<file path="src/rtl/xfc_pkg.sv">
package xfc_pkg;
  typedef enum logic [1:0] {
    FC_HOST      = 2'b00,
    FC_AUTO_TX   = 2'b01,
    FC_AUTO_RX   = 2'b10,
    FC_AUTO_BOTH = 2'b11
  } fc_mode_e;

  function automatic logic auto_tx(fc_mode_e m);
    return (m == FC_AUTO_TX) || (m == FC_AUTO_BOTH);
  endfunction

  function automatic logic auto_rx(fc_mode_e m);
    return (m == FC_AUTO_RX) || (m == FC_AUTO_BOTH);
  endfunction
endpackage

</file>
<file path="src/rtl/xfc_char_match.sv">
module xfc_char_match #(
  parameter int CHAR_W = 8
) (
  input  logic              clk_i,
  input  logic              rst_ni,
  input  logic              rx_valid_i,
  input  logic [CHAR_W-1:0] rx_char_i,
  input  logic [CHAR_W-1:0] xon_char_i,
  input  logic [CHAR_W-1:0] xoff_char_i,
  input  logic              transp_i,
  output logic              hit_on_o,
  output logic              hit_off_o,
  output logic              push_o,
  output logic [CHAR_W-1:0] push_char_o,
  output logic              irq_o
);
  // pause wins if both codes are programmed equal
  assign hit_off_o   = rx_valid_i && (rx_char_i == xoff_char_i);
  assign hit_on_o    = rx_valid_i && (rx_char_i == xon_char_i) && !hit_off_o;
  assign push_o      = rx_valid_i && (transp_i || !(hit_on_o || hit_off_o));
  assign push_char_o = rx_char_i;

  always_ff @(posedge clk_i or negedge rst_ni) begin
    if (!rst_ni) irq_o <= 1'b0;
    else         irq_o <= hit_on_o || hit_off_o;
  end
endmodule

</file>
<file path="src/rtl/xfc_tx_gate.sv">
module xfc_tx_gate (
  input  logic clk_i,
  input  logic rst_ni,
  input  logic auto_tx_i,
  input  logic hit_on_i,
  input  logic hit_off_i,
  input  logic host_pause_i,
  input  logic host_resume_i,
  output logic tx_en_o
);
  logic paused_q;

  always_ff @(posedge clk_i or negedge rst_ni) begin
    if (!rst_ni)                      paused_q <= 1'b0;
    else if (host_pause_i)            paused_q <= 1'b1;
    else if (host_resume_i)           paused_q <= 1'b0;
    else if (auto_tx_i && hit_off_i)  paused_q <= 1'b1;
    else if (auto_tx_i && hit_on_i)   paused_q <= 1'b0;
  end

  assign tx_en_o = !paused_q;
endmodule

</file>
<file path="src/rtl/xfc_rx_watch.sv">
module xfc_rx_watch #(
  parameter int LVL_W  = 5,
  parameter int HI_LVL = 12,
  parameter int LO_LVL = 8
) (
  input  logic             clk_i,
  input  logic             rst_ni,
  input  logic             auto_rx_i,
  input  logic [LVL_W-1:0] level_i,
  input  logic             host_xon_i,
  input  logic             host_xoff_i,
  input  logic             ack_i,
  output logic             req_o,
  output logic             sel_off_o
);
  logic pend_on_q, pend_off_q, sent_off_q;
  logic trig_on, trig_off, take_on, take_off;

  assign trig_off = auto_rx_i && (int'(level_i) >= HI_LVL) && !sent_off_q && !pend_off_q;
  assign trig_on  = auto_rx_i && (int'(level_i) <= LO_LVL) && sent_off_q && !pend_on_q;
  assign take_off = ack_i && pend_off_q;
  assign take_on  = ack_i && pend_on_q && !pend_off_q;

  always_ff @(posedge clk_i or negedge rst_ni) begin
    if (!rst_ni) begin
      pend_on_q  <= 1'b0;
      pend_off_q <= 1'b0;
      sent_off_q <= 1'b0;
    end else begin
      pend_off_q <= (pend_off_q && !take_off) || trig_off || host_xoff_i;
      pend_on_q  <= (pend_on_q && !take_on) || trig_on || host_xon_i;
      if (take_off)     sent_off_q <= 1'b1;
      else if (take_on) sent_off_q <= 1'b0;
    end
  end

  assign req_o     = pend_on_q || pend_off_q;
  assign sel_off_o = pend_off_q;
endmodule

</file>
<file path="src/rtl/xonxoff_flow_ctrl.sv">
module xonxoff_flow_ctrl
  import xfc_pkg::*;
#(
  parameter int CHAR_W     = 8,
  parameter int FIFO_DEPTH = 16,
  parameter int HI_LVL     = 12,
  parameter int LO_LVL     = 8,
  localparam int LVL_W     = $clog2(FIFO_DEPTH + 1)
) (
  input  logic              clk_i,
  input  logic              rst_ni,
  input  logic              rx_valid_i,
  input  logic [CHAR_W-1:0] rx_char_i,
  input  logic [LVL_W-1:0]  rx_level_i,
  input  logic [1:0]        mode_i,
  input  logic              transp_i,
  input  logic [CHAR_W-1:0] xon_char_i,
  input  logic [CHAR_W-1:0] xoff_char_i,
  input  logic              host_send_xon_i,
  input  logic              host_send_xoff_i,
  input  logic              host_tx_pause_i,
  input  logic              host_tx_resume_i,
  input  logic              ins_ack_i,
  output logic              rx_push_o,
  output logic [CHAR_W-1:0] rx_push_char_o,
  output logic              tx_en_o,
  output logic              ins_req_o,
  output logic [CHAR_W-1:0] ins_char_o,
  output logic              irq_o
);
  fc_mode_e mode;
  logic hit_on, hit_off, sel_off;

  assign mode = fc_mode_e'(mode_i);

  xfc_char_match #(.CHAR_W(CHAR_W)) u_match (
    .clk_i, .rst_ni, .rx_valid_i, .rx_char_i, .xon_char_i, .xoff_char_i, .transp_i,
    .hit_on_o(hit_on), .hit_off_o(hit_off),
    .push_o(rx_push_o), .push_char_o(rx_push_char_o), .irq_o
  );

  xfc_tx_gate u_gate (
    .clk_i, .rst_ni, .auto_tx_i(auto_tx(mode)),
    .hit_on_i(hit_on), .hit_off_i(hit_off),
    .host_pause_i(host_tx_pause_i), .host_resume_i(host_tx_resume_i),
    .tx_en_o
  );

  xfc_rx_watch #(.LVL_W(LVL_W), .HI_LVL(HI_LVL), .LO_LVL(LO_LVL)) u_watch (
    .clk_i, .rst_ni, .auto_rx_i(auto_rx(mode)), .level_i(rx_level_i),
    .host_xon_i(host_send_xon_i), .host_xoff_i(host_send_xoff_i),
    .ack_i(ins_ack_i), .req_o(ins_req_o), .sel_off_o(sel_off)
  );

  assign ins_char_o = sel_off ? xoff_char_i : xon_char_i;
endmodule

</file>
<file path="config.mk">
export PLATFORM = sky130hd
export DESIGN_NAME = xonxoff_flow_ctrl
export DESIGN_NICKNAME = d
export VERILOG_FILES = /design/src/rtl/xfc_pkg.sv /design/src/rtl/xfc_char_match.sv /design/src/rtl/xfc_tx_gate.sv /design/src/rtl/xfc_rx_watch.sv /design/src/rtl/xonxoff_flow_ctrl.sv
export SDC_FILE = /design/constraint.sdc
export NUM_CORES = 1
export LEC_CHECK = 0
export ABC_AREA = 1
export BUFFER_PORTS_ARGS = -buffer_cell sky130_fd_sc_hd__buf_2
export CORE_MARGIN = 1.5
export CORE_UTILIZATION = 30
export CTS_CLUSTER_DIAMETER = 150
export CTS_CLUSTER_SIZE = 25
export DETAILED_ROUTE_END_ITERATION = 10
export PLACE_DENSITY_LB_ADDON = 0.15
export SYNTH_ARGS = -nofsm -noshare
export SYNTH_HDL_FRONTEND = slang
export SYNTH_SLANG_ARGS = --single-unit
</file>
<file path="constraint.sdc">
create_clock -name clk_i -period 1.15 [get_ports clk_i]
set_clock_uncertainty 0.05 [all_clocks]
set_input_delay 0.2875 -clock clk_i [delete_from_list [all_inputs] [get_ports clk_i]]
set_output_delay 0.2875 -clock clk_i [all_outputs]
set_load 0.05 [all_outputs]
</file>
**Word level (Yosys, flattened, before mapping)**

Cells that the tools add are included.

- Magnitude comparators: 2
- Eq/ne operators: 5
- Muxes and demuxes: 7
- Reduce and logical (&&, ||, !) cells: 36

Operators by type and width:

| kind | number |
|---|---|
| logical AND 1 bit | 17 |
| == test 8 bit | 2 |
| logical OR 1 bit | 9 |
| zero test 1 bit | 8 |
| two-way mux 8 bit | 1 |
| two-way mux 1 bit | 6 |
| >= comparator 5 x 4 -> 1 bit (second input constant) | 1 |
| <= comparator 5 x 4 -> 1 bit (second input constant) | 1 |
| == test 2 bit (second input constant) | 2 |
| nonzero test 4 bit | 1 |
| == test 2 x 1 -> 1 bit (second input constant) | 1 |
| nonzero test 2 bit | 1 |

- Register bits: 5
- Input bits: 40
- Output and inout bits: 20
- Word-level logic and storage cells: 55

**Depth between registers and ports, before layout**

Gate-level depths: netlist (run 1).

- Depth after elaboration: 9
- Gate-level depth with buffers: 11
- Gate-level depth less buffers: 11

**By module**

From an unflattened synthesis (run 1), not the netlist that was laid out.

- Cells, all modules: 166
- Area total of the unflattened synthesis: 832.0 um2

By module, submodules not included:

| module | times used | cells each | area an instance (um2) | sequential area each (um2) |
|---|---|---|---|---|
| xfc_char_match | 1 | 98 | 478.0 | 25.0 |
| xfc_rx_watch | 1 | 30 | 182.7 | 75.1 |
| xonxoff_flow_ctrl | 1 | 28 | 112.6 | 0.0 |
| xfc_tx_gate | 1 | 10 | 58.8 | 25.0 |

**Worst setup path after synthesis (run 1)**

No wires, ideal clock.

- Kind: register -> output
- From: register u_watch.pend_off_q (netlist: u_watch.sel_off_o)
- To: output port ins_char_o[0]
- Data arrival time: 1.731 ns
- Data required time: 0.812 ns
- Path slack: -0.918 ns
- Stages on the path, launching flop included: 3
- Path buffers: 1
- Cells stage by stage: dfrtp_1 clkbuf_1 o21ai_0

- Longest elaborated chain between the ends: 1

Ends and longest elaborated chain:

| what | RTL line | source |
|---|---|---|
| from (decl) | xfc_rx_watch.sv:16 | `logic pend_on_q, pend_off_q, sent_off_q;` |
| from (signal assigned) | xfc_rx_watch.sv:30 | `pend_off_q <= (pend_off_q && !take_off) \|\| trig_off \|\| host_xoff_i;` |
| two-way mux 8 bit | xonxoff_flow_ctrl.sv:55 | `assign ins_char_o = sel_off ? xoff_char_i : xon_char_i;` |
| to (decl) | xonxoff_flow_ctrl.sv:28 | `output logic [CHAR_W-1:0] ins_char_o,` |

Every way passes these cells.

**Worst setup path after layout (run 1)**

- From: register u_watch.pend_off_q (netlist: u_watch.sel_off_o)
- To: output port ins_req_o

- Longest elaborated chain between the ends: 1

Ends and longest elaborated chain:

| what | RTL line | source |
|---|---|---|
| logical OR 1 bit | xfc_rx_watch.sv:37 | `assign req_o = pend_on_q \|\| pend_off_q;` |
| to (decl) | xonxoff_flow_ctrl.sv:27 | `output logic ins_req_o,` |

Every way passes these cells.

==> results.sh, run 1 <==
export IMPL_p_seq_frac=0.168
export IMPL_grt_usage=0.1861
export IMPL_crit_required_ns=0.81
export IMPL_yosysSeqAreaShare=0.1721
export IMPL_cts_tree="yes"
export IMPL_ys_top_cells_by_area="nand2_1 25%, dfrtp_1 17%, inv_1 13%"
export IMPL_placed_area_mm2=0.001282
export IMPL_drt_wl_total_um=2549
export IMPL_m1WireLength_um=913
export IMPL_worst_slew_pin_slew_ns=0.2520
export IMPL_drive_gt1_frac=0.7023
export IMPL_slowest_stage="dfrtp_4"
export IMPL_power_frac_comb=0.672
export IMPL_syn_area_per_cell_um2=5.425
export IMPL_crit_path_end_kind="output pin"
export IMPL_final_util=0.7403
export IMPL_clk_latency_ns=0.23
export IMPL_hpwl_um=1784
export IMPL_path_cells="buf_6 -> or2_4 -> buf_8"
export IMPL_nNetsFinal=256
export IMPL_yosysTopAreaCell="nand2_1"
export IMPL_antenna_found_initial=0
export IMPL_gr_total_overflow=0
export IMPL_design_area_mm2=0.001669
export IMPL_grt_pass1_wl_um=3877
export IMPL_die_w_um=52.23
export IMPL_top_layer_used="met4"
export IMPL_portBuffers=59
export IMPL_max_freq_mhz=617.3
export IMPL_ys_async_sr_fraction=1.000
export IMPL_dr_first_iter_drc_count=10
export IMPL_htreeDepth=1
export IMPL_vias_per_cell=4.407
export IMPL_cts_buffer_depth=2
export IMPL_p_int_mw=0.6787
export IMPL_met3_length_um=138
export IMPL_critPathKind="reg -> out"
export IMPL_io_pins=60
export IMPL_switching_power_mw=0.5234
export IMPL_num_vias=1071
export IMPL_power_density_mw_per_mm2=720.2
export IMPL_vdd_drop_max_mv=0.5776
export IMPL_dr_wl_met2_um=1471
export IMPL_ys_ff_latch=5
export IMPL_clkTransAtPathRegs_ns=0.04
export IMPL_cpPeakStageDelay_ns=0.52
export IMPL_remaining_drc_errors=0
export IMPL_slew_headroom=0.8332
export IMPL_hp_class="in -> reg"
export IMPL_dr_pass1_iters=4
export IMPL_max_cap_viol_count=0
export IMPL_ys_warn_count=0
export IMPL_p_leak_nw=0.9138
export IMPL_cts_sinks=5
export IMPL_cts_root_buf="clkbuf_4"
export IMPL_rows=17
export IMPL_pwr_share_clk=0.159
export IMPL_rsz0062_at_grt="yes"
export IMPL_dieHeight_um=52.23
export IMPL_syn_cell_area_um2=726.9
export IMPL_fin_crit_sh=1.409
export IMPL_status="finished, violations left"
export IMPL_min_period_ns=1.620
export IMPL_cts_buffers=3
export IMPL_path_max_fanout=6
export IMPL_first_global_vias=979
export IMPL_slew_violations=0
export IMPL_finalPower_mw=1.202
export IMPL_post_drt_wl_per_cell_um=10.49
export IMPL_area_delta_synth_final_pct=129.6
export IMPL_syn_nets=174
export IMPL_regToRegSetupSlack_ns=0.04
export IMPL_grt_max_degree=8
export IMPL_synth_edff_count=0
export IMPL_synth_top_area_frac=0.2530
export IMPL_arrival_ns=1.28
export IMPL_setup_viol=10
export IMPL_violations="setup timing"
export IMPL_fin_ws_ns=-0.4699
export IMPL_start_util=0.3224
export IMPL_dp_worst_setup_slack_ns=-0.4689
export IMPL_die_area_mm2=0.002727
export IMPL_hold_viol_final=0
export IMPL_antenna_cells=0
export IMPL_core_area_mm2=0.002255
export IMPL_p_sw_frac=0.4354
export IMPL_syn_inst=134
export IMPL_startpoint_type="flip-flop"
export IMPL_ant_nets=0
export IMPL_yosysUniqueCellTypes=25
export IMPL_gp_congestion=0.7360
export IMPL_fin_tns_setup_ns=-4.121
export IMPL_synth_flop_cell="dfrtp_1"
export IMPL_fillCellCount=185
cells by family (layout without fill, tap and decap cells):
logic type	count (synthesis)	count (layout)	synth area share
and+or+nand+nor	70	70	0.4251
buffers and inverters	39	120	0.2427
DFF	5	5	0.1721
AOI/OAI and AO/OA	18	18	0.1360
xor gates and xnor gates	2	2	0.02410
layout make-up:
| cell class | count | area (um2) | share of cell area |
|---|---|---|---|
| tap | 28 | 35.03 | 0.02099 |
| sequential | 5 | 128.9 | 0.07721 |
| clock buffer | 4 | 26.28 | 0.01574 |
| timing repair buffer | 86 | 711.9 | 0.4265 |
| inverter | 30 | 145.1 | 0.08696 |
| multi-input combinational | 90 | 621.8 | 0.3726 |
synthesized netlist by cell type, types with 2 or more instances:
| library cell | n |
|---|---|
| inv_1 | 26 |
| buf_4 | 8 |
| o21ai_0 | 9 |
| nand3_2 | 3 |
| nand2_1 | 49 |
| nor2_2 | 2 |
| nor2_1 | 8 |
| inv_2 | 3 |
| xor2_1 | 2 |
| dfrtp_1 | 5 |
| nand2_2 | 2 |
| a21oi_1 | 4 |
worst paths after layout:
path / start / endpoint / cells past startpoint
max in group asynchronous: rst_ni / u_watch.sel_off_o / 2
worst max-delay path: u_watch.sel_off_o / ins_req_o / 3
worst min register to register: u_watch.sent_off_q / u_watch.sent_off_q / 2
worst min-delay path: host_send_xoff_i / u_watch.sel_off_o / 2
min in group asynchronous: rst_ni / u_match.irq_o / 2
worst max register to register: u_watch.sel_off_o / u_watch.sel_off_o / 4
cells in the final DEF (no fill, tap or decap), types with 2 or more instances in the layout:
cell and count:
nand2_4 3, buf_4 23, buf_2 32, inv_12 2, dfrtp_1 4, nand2_8 2
buf_6 23, nand2_1 31, buf_8 6, inv_1 11, a21oi_2 2, xor2_2 2
nor2_2 4, inv_2 16, o21ai_2 4, o21ai_4 4, nand3_2 3, nor2_1 5
clkbuf_4 3, nand2_2 15
registers in the layout (all words and copies together), names as in the netlist:
name	cells
u_watch.pend_on_q	1
u_watch.sel_off_o	1
u_gate.paused_q	1
u_match.irq_o	1
u_watch.sent_off_q	1
critical path: cells and delay by family (launching register included):
kind	cells	cell delay, ns
buf+inv	2	0.31
simple gates	1	0.23
flops	1	0.52
stage by stage:
step / hold slack [ns] / cells
after floorplan: -0.05809 / 134
after global placement: 0.05022 / 230
after detailed placement: 0.05107 / 230
after CTS: 0.1835 / 242
after global routing: 0.1839 / 243
final: 0.1889 / 243
routing by layer:
metal,vias to the layer above,GRT usage
met5,-,0
met4,0,0.05128
met3,2,0.02571
met2,35,0.3502
met1,480,0.2172
li1,554,-
power by group through the flow:
stage          clock network, mW  logic, mW  registers (mW)
2_1_floorplan                  0      0.425           0.205
3_3_place_gp                   0      0.601           0.212
3_5_place_dp                   0      0.609           0.212
4_1_cts                    0.198      0.751           0.202
5_1_grt                    0.207      0.868           0.203
6_report                   0.192      0.808           0.202
repair_timing:
action	in CTS	in global routing
setup endpoints to repair	13	13
gates cloned	0	0
hold buffers	1	0
resized for setup	53	44
buffers inserted	7	3
hold endpoints to repair	5	0
pin swaps	16	24
Power figures use the tool's default switching activity.
==> inputs of run 2 (changes only) <==
Settings changed: SYNTH_HIERARCHICAL from default to 1.
==> run 2 against run 1 <==
  * The run still ends with setup timing left
  * Worst setup slack improved by 0.091 ns
  * Die area rose by 14%
  * Via count rose by 10%
  * Sequential cell count did not move
  * Synthesized cell count rose by 24%
  * Clock-buffer cell count did not move
  * Sequential share of layout area fell by 0.30 points
  * Clock power rose by 4%
  * Combinational power fell by 2%
  * Global-route usage fell by 1.1 points
  * Core utilization fell by 7.8 points
  * Critical endpoint is now rx_push_o
  * Highest routed layer unchanged
==> results.sh, run 2 <==
export IMPL_status="finished, violations left"
export IMPL_violations="setup timing"
export IMPL_cts_root_buf="clkbuf_4"
export IMPL_min_period_ns=1.529
export IMPL_hpwl_um=2058
export IMPL_synth_commonest_cells="79 x nand2_1, 33 x inv_1, 11 x nor2_1"
export IMPL_regToRegSetupSlack_ns=0.20
export IMPL_pwr_share_clk=0.167
export IMPL_clk_latency_ns=0.24
export IMPL_worst_hold_slack_ns=0.2012
export IMPL_cts_buffer_depth=2
export IMPL_slew_violations=0
export IMPL_crit_required_ns=0.81
export IMPL_p_int_mw=0.6642
export IMPL_path_cells="buf_8 -> inv_4 -> or2_4 -> nand2_1 -> nor2_2 -> nand3_2 -> nand2_2 -> a21oi_4 -> buf_6"
export IMPL_slew_headroom=0.8311
export IMPL_worst_slew_pin_slew_ns=0.2551
export IMPL_vias_per_cell=4.322
export IMPL_syn_nets=206
export IMPL_num_vias=1180
export IMPL_p_leak_nw=1.013
export IMPL_antenna_cells=0
export IMPL_slowest_stage="or2_4"
export IMPL_path_buf_inv=3
export IMPL_power_frac_comb=0.666
export IMPL_post_drt_wl_per_cell_um=9.908
export IMPL_finalPower_mw=1.190
export IMPL_critPathTopFamily="simple AND/OR/NAND/NOR gates"
export IMPL_ys_ff_latch=5
export IMPL_io_pins=60
export IMPL_first_global_vias=1134
export IMPL_rows=18
export IMPL_multi_input_area_um2=629.4
export IMPL_clkTransAtPathRegs_ns=0.04
export IMPL_cts_buffers=3
export IMPL_final_cells=273
export IMPL_most_common_layout_cells="55 x nand2_1, 34 x buf_2, 24 x inv_1, 19 x buf_4, 17 x buf_6"
export IMPL_ys_async_sr_fraction=1.000
export IMPL_grt_max_degree=13
export IMPL_die_area_mm2=0.003099
export IMPL_start_util=0.3269
export IMPL_cts_tree="yes"
export IMPL_arrival_ns=1.19
export IMPL_setup_viol=12
export IMPL_cts_sinks=5
export IMPL_cp_num_cells=9
export IMPL_p_seq_frac=0.166
export IMPL_hp_class="in -> reg"
export IMPL_final_common_cell="nand2_1"
export IMPL_yosysTopAreaCell="nand2_1"
export IMPL_path_max_fanout=3
export IMPL_yosysSeqAreaShare=0.1504
export IMPL_startpoint_type="input port"
export IMPL_crit_path_end_kind="output pin"
export IMPL_hold_viol_final=0
export IMPL_synth_flop_cell="dfrtp_1"
export IMPL_drt_wl_total_um=2705
export IMPL_syn_inst=166
export IMPL_core_area_mm2=0.002545
export IMPL_r2r_end="u_watch/pend_on_q"
export IMPL_syn_area_per_cell_um2=5.012
export IMPL_power_density_mw_per_mm2=705.6
export IMPL_timing_rr_start="u_watch/sel_off_o"
export IMPL_cpPeakStageDelay_ns=0.24
export IMPL_dieHeight_um=55.67
export IMPL_remaining_drc_errors=0
export IMPL_syn_cell_area_um2=832.0
export IMPL_ys_top_cells_by_area="nand2_1 36%, dfrtp_1 15%, inv_1 15%"
export IMPL_startpoint="rx_char_i[2]"
export IMPL_drive_gt1_frac=0.5514
export IMPL_numPlacedInstances=263
export IMPL_ant_nets=0
export IMPL_die_w_um=55.67
export IMPL_gr_total_overflow=0
export IMPL_gp_congestion=0.8484
export IMPL_dr_pass1_iters=6
export IMPL_critPathKind="in -> out"
export IMPL_portBuffers=59
export IMPL_synth_edff_count=0
export IMPL_dr_first_iter_drc_count=19
export IMPL_rsz0062_at_grt="yes"
export IMPL_area_delta_synth_final_pct=102.7
export IMPL_register_area_um2=125.1
export IMPL_switching_power_mw=0.5259
export IMPL_nNetsFinal=284
export IMPL_synth_most_common_cell="nand2_1"
export IMPL_yosysUniqueCellTypes=20
export IMPL_ys_warn_count=6
export IMPL_max_cap_viol_count=0
export IMPL_vdd_drop_max_mv=0.5828
export IMPL_worst_r2r_path_depth=3
export IMPL_synth_top_area_frac=0.3564
export IMPL_p_sw_frac=0.4419
export IMPL_grt_usage=0.1751
export IMPL_grt_pass1_wl_um=4505
export IMPL_htreeDepth=1
export IMPL_fin_crit_sh=1.330
export IMPL_fillCellCount=242
export IMPL_critPathCapture="rx_push_o"
export IMPL_max_freq_mhz=654.0
export IMPL_antenna_found_initial=0
export IMPL_fin_ws_ns=-0.3789
-- run 2: worst reg2reg max path: stages, from the launching register on --
cell and delay [ns]:
dfrtp_1 0.39, buf_12 0.16, o21ai_1 0.13, nand3_1 0.10
-- run 2: repair_timing --
item / 4_1_cts / 5_1_grt
setup buffers: 5 / 4
pin swaps: 19 / 20
endpoints found under the hold margin: 5 / 0
setup endpoints to repair: 13 / 13
hold buffers: 1 / 0
resized for setup: 51 / 34
-- run 2: layer usage --
layer / part of all wire / track usage / routed length [um] / vias to the layer above
met2: 0.54 / 0.3384 / 1473 / 37
met3: 0.050 / 0.03023 / 134 / 4
li1: - / - / - / 628
met5: 0 / 0 / 0 / -
met4: 0.0074 / 0.06969 / 20 / 0
met1: 0.40 / 0.1840 / 1076 / 511
-- run 2: cell type report --
cell class / count / share of cell area
Timing Repair Buffer: 84 / 0.4236
Multi-Input combinational cell: 115 / 0.3731
Inverter: 35 / 0.09125
Sequential cell: 5 / 0.07418
Tap cell: 30 / 0.02226
Clock buffer: 4 / 0.01558
-- run 2: how the worst min path moves through the flow --
stage / from / end / slack, ns / depth (start not counted)
2_1_floorplan: rst_ni / u_gate/paused_q / -0.06 / 0
3_5_place_dp: rst_ni / u_watch/sent_off_q / 0.06 / 1
3_3_place_gp: rst_ni / u_watch/sel_off_o / 0.05 / 1
5_1_grt: host_send_xoff_i / u_watch/sel_off_o / 0.20 / 3
4_1_cts: host_send_xoff_i / u_watch/sel_off_o / 0.18 / 3
6_report: host_send_xoff_i / u_watch/sel_off_o / 0.20 / 3
-- run 2: power groups by stage --
stage          combinational, mW  sequential (mW)  clock (mW)
6_report                   0.793            0.198       0.199
5_1_grt                    0.853            0.199       0.232
4_1_cts                    0.751            0.198       0.212
3_5_place_dp               0.631            0.200           0
3_3_place_gp               0.619            0.200           0
2_1_floorplan              0.429            0.201           0
-- run 2: logic make-up after synthesis --
logic type | Yosys count | synth area share
XOR/XNOR | 2 | 0.02106
AO/OA/AOI/OAI | 5 | 0.03458
flip-flops | 5 | 0.1504
AND/OR/NAND/NOR | 108 | 0.5414
buffers and inverters | 46 | 0.2526
-- run 2: metrics by stage --
step	util	setup TNS, ns	setup WS (ns)	instance area, um2
detailed placement	0.5280	-2.466	-0.5097	1344
CTS	0.6150	-3.504	-0.3683	1565
global route	0.6627	-4.092	-0.4069	1687
floorplan	-	-0.3257	-0.2765	934.6
global placement	0.5280	-2.338	-0.4858	1344
finish	0.6627	-3.357	-0.3789	1687
==> inputs of run 3 (changes only) <==
Settings changed: CORE_ASPECT_RATIO from default to 0.6, SLEW_MARGIN from default to 20.
==> run 3 against run 2 <==
  * The flow still finishes with violations (setup timing)
  * Maximum frequency decreased by 0.56%
  * Sequential cell count unchanged
  * Core utilization increased by 0.59 points
  * Clock power increased by 62%
  * Sequential power about the same
  * Combinational power about the same
  * Largest cell class unchanged
==> results.sh, run 3 (synthesis results as in run 2) <==
export IMPL_p_leak_nw=1.037
export IMPL_numPlacedInstances=273
export IMPL_first_global_vias=1009
export IMPL_die_area_mm2=0.003109
export IMPL_dr_first_iter_drc_count=25
export IMPL_vias_per_cell=4.153
export IMPL_pwr_share_clk=0.246
export IMPL_remaining_drc_errors=0
export IMPL_portBuffers=59
export IMPL_final_util=0.6686
export IMPL_nNetsFinal=290
export IMPL_startpoint_type="input port"
export IMPL_antenna_found_initial=0
export IMPL_p_int_mw=0.7723
export IMPL_max_cap_viol_count=0
export IMPL_hold_viol_final=0
export IMPL_area_delta_synth_final_pct=106.9
export IMPL_drt_wl_total_um=2603
export IMPL_cts_root_buf="clkbuf_8"
export IMPL_cts_buffers=3
export IMPL_cp_num_cells=9
export IMPL_core_area_mm2=0.002575
export IMPL_cts_sinks=5
export IMPL_grt_pass1_wl_um=4271
export IMPL_slowest_stage="or2_1"
export IMPL_vdd_drop_max_mv=0.4792
export IMPL_crit_required_ns=0.81
export IMPL_setup_viol=12
export IMPL_htreeDepth=1
export IMPL_regToRegSetupSlack_ns=0.14
export IMPL_violations="setup timing"
export IMPL_min_period_ns=1.538
export IMPL_power_frac_comb=0.602
export IMPL_cpPeakStageDelay_ns=0.24
export IMPL_grt_max_degree=13
export IMPL_path_cells="buf_8 -> inv_4 -> or2_1 -> nand2_1 -> nor2_2 -> nand3_2 -> nand2_2 -> a21oi_4 -> buf_6"
export IMPL_crit_path_end_kind="output pin"
export IMPL_switching_power_mw=0.5407
export IMPL_p_seq_frac=0.152
export IMPL_io_pins=60
export IMPL_p_sw_frac=0.4118
export IMPL_max_freq_mhz=650.4
export IMPL_cts_tree="yes"
export IMPL_most_common_layout_cells="61 x nand2_1, 37 x buf_2, 26 x buf_4, 26 x inv_1, 13 x buf_6"
export IMPL_start_util=0.3231
export IMPL_num_vias=1167
export IMPL_rows=14
export IMPL_ant_nets=0
export IMPL_critPathCapture="rx_push_o"
export IMPL_antenna_cells=0
export IMPL_slew_headroom=0.8345
export IMPL_fin_tns_setup_ns=-3.307
export IMPL_r2r_end="u_watch/sel_off_o"
export IMPL_worst_slew_pin_slew_ns=0.2500
export IMPL_status="finished, violations left"
export IMPL_worst_r2r_path_depth=6
export IMPL_dieHeight_um=43.80
export IMPL_critPathTopFamily="simple AND/OR/NAND/NOR gates"
export IMPL_gr_total_overflow=0
export IMPL_fin_crit_sh=1.337
export IMPL_timing_rr_start="u_watch/sel_off_o"
export IMPL_slew_violations=0
export IMPL_cts_buffer_depth=2
export IMPL_hp_class="in -> reg"
export IMPL_startpoint="rx_char_i[2]"
export IMPL_die_w_um=70.99
export IMPL_final_common_cell="nand2_1"
export IMPL_holdCritStartpoint="host_tx_pause_i"
export IMPL_clk_latency_ns=0.22
export IMPL_critPathKind="in -> out"
export IMPL_hpwl_um=2003
export IMPL_gp_congestion=0.7657
export IMPL_rsz0062_at_grt="yes"
export IMPL_power_density_mw_per_mm2=762.6
export IMPL_final_cells=281
export IMPL_fin_ws_ns=-0.3875
export IMPL_path_max_fanout=3
export IMPL_grt_usage=0.1726
export IMPL_worst_hold_slack_ns=0.2004
export IMPL_drive_gt1_frac=0.5462
export IMPL_arrival_ns=1.20
export IMPL_dr_pass1_iters=4
export IMPL_clkTransAtPathRegs_ns=0.04
export IMPL_path_buf_inv=3
export IMPL_post_drt_wl_per_cell_um=9.263
-- run 3: cell count changes in the layout (fill, tap and decap cells not counted), moves of 2 or more --
cell and change:
nand3_1 -2, inv_2 -2, clkbuf_4 -2, buf_4 +7, nand3_2 +2, nand2_2 -5
clkbuf_8 +3, buf_2 +3, buf_6 -4, inv_1 +2, nand2_1 +6
-- run 3: metal layers --
| metal | up-vias | part of all wire | global-route usage |
|---|---|---|---|
| li1 | 641 | - | - |
| met1 | 476 | 0.49 | 0.2566 |
| met2 | 48 | 0.43 | 0.2636 |
| met3 | 2 | 0.076 | 0.03023 |
| met4 | 0 | 0.0031 | 0.03396 |
| met5 | - | 0 | 0 |
-- run 3: power groups by stage --
| stage | clock (mW) | combinational, mW | sequential (mW) |
|---|---|---|---|
| 3_3_place_gp | 0 | 0.649 | 0.200 |
| 5_1_grt | 0.346 | 0.852 | 0.200 |
| 3_5_place_dp | 0 | 0.650 | 0.201 |
| 2_1_floorplan | 0 | 0.429 | 0.201 |
| 4_1_cts | 0.333 | 0.759 | 0.199 |
| 6_report | 0.323 | 0.791 | 0.199 |
-- run 3: metrics by stage --
step | power (mW) | setup slack [ns] | cell area, um2
after detailed placement | 0.8507 | -0.5083 | 1406
final | 1.313 | -0.3875 | 1722
after global routing | 1.398 | -0.4294 | 1722
after floorplan | 0.6291 | -0.2765 | 934.6
after CTS | 1.291 | -0.3585 | 1619
after global placement | 0.8491 | -0.5033 | 1406
-- run 3: worst min-delay path by stage --
| stage | endpoint | slack [ns] | depth (start not counted) |
|---|---|---|---|
| 3_3_place_gp | u_watch/sent_off_q | 0.06 | 1 |
| 6_report | u_gate/paused_q | 0.20 | 3 |
| 5_1_grt | u_watch/sel_off_o | 0.22 | 3 |
| 3_5_place_dp | u_watch/sel_off_o | 0.06 | 1 |
| 2_1_floorplan | u_gate/paused_q | -0.06 | 0 |
| 4_1_cts | u_gate/paused_q | 0.19 | 3 |
-- run 3: layout make-up --
| class | count | area, um2 |
|---|---|---|
| inverters | 35 | 156.4 |
| multi-input cells | 115 | 625.6 |
| fillers | 239 | 853.3 |
| flip-flops and latches | 5 | 125.1 |
| clock buffers | 4 | 45.04 |
| well taps | 32 | 40.04 |
| repair buffers | 90 | 729.5 |
-- run 3: tightest hold or removal path, cell delays in order --
cell and delay, ns:
buf_2 0.07, inv_1 0.03, nand2_1 0.05
-- run 3: timing repair --
| action | 4_1_cts | 5_1_grt |
|---|---|---|
| endpoints found under the setup margin | 12 | 13 |
| hold buffers | 1 | 0 |
| hold endpoints to repair | 5 | 0 |
| resized for setup | 45 | 29 |
| setup buffers | 2 | 4 |
| pin swaps | 17 | 19 |
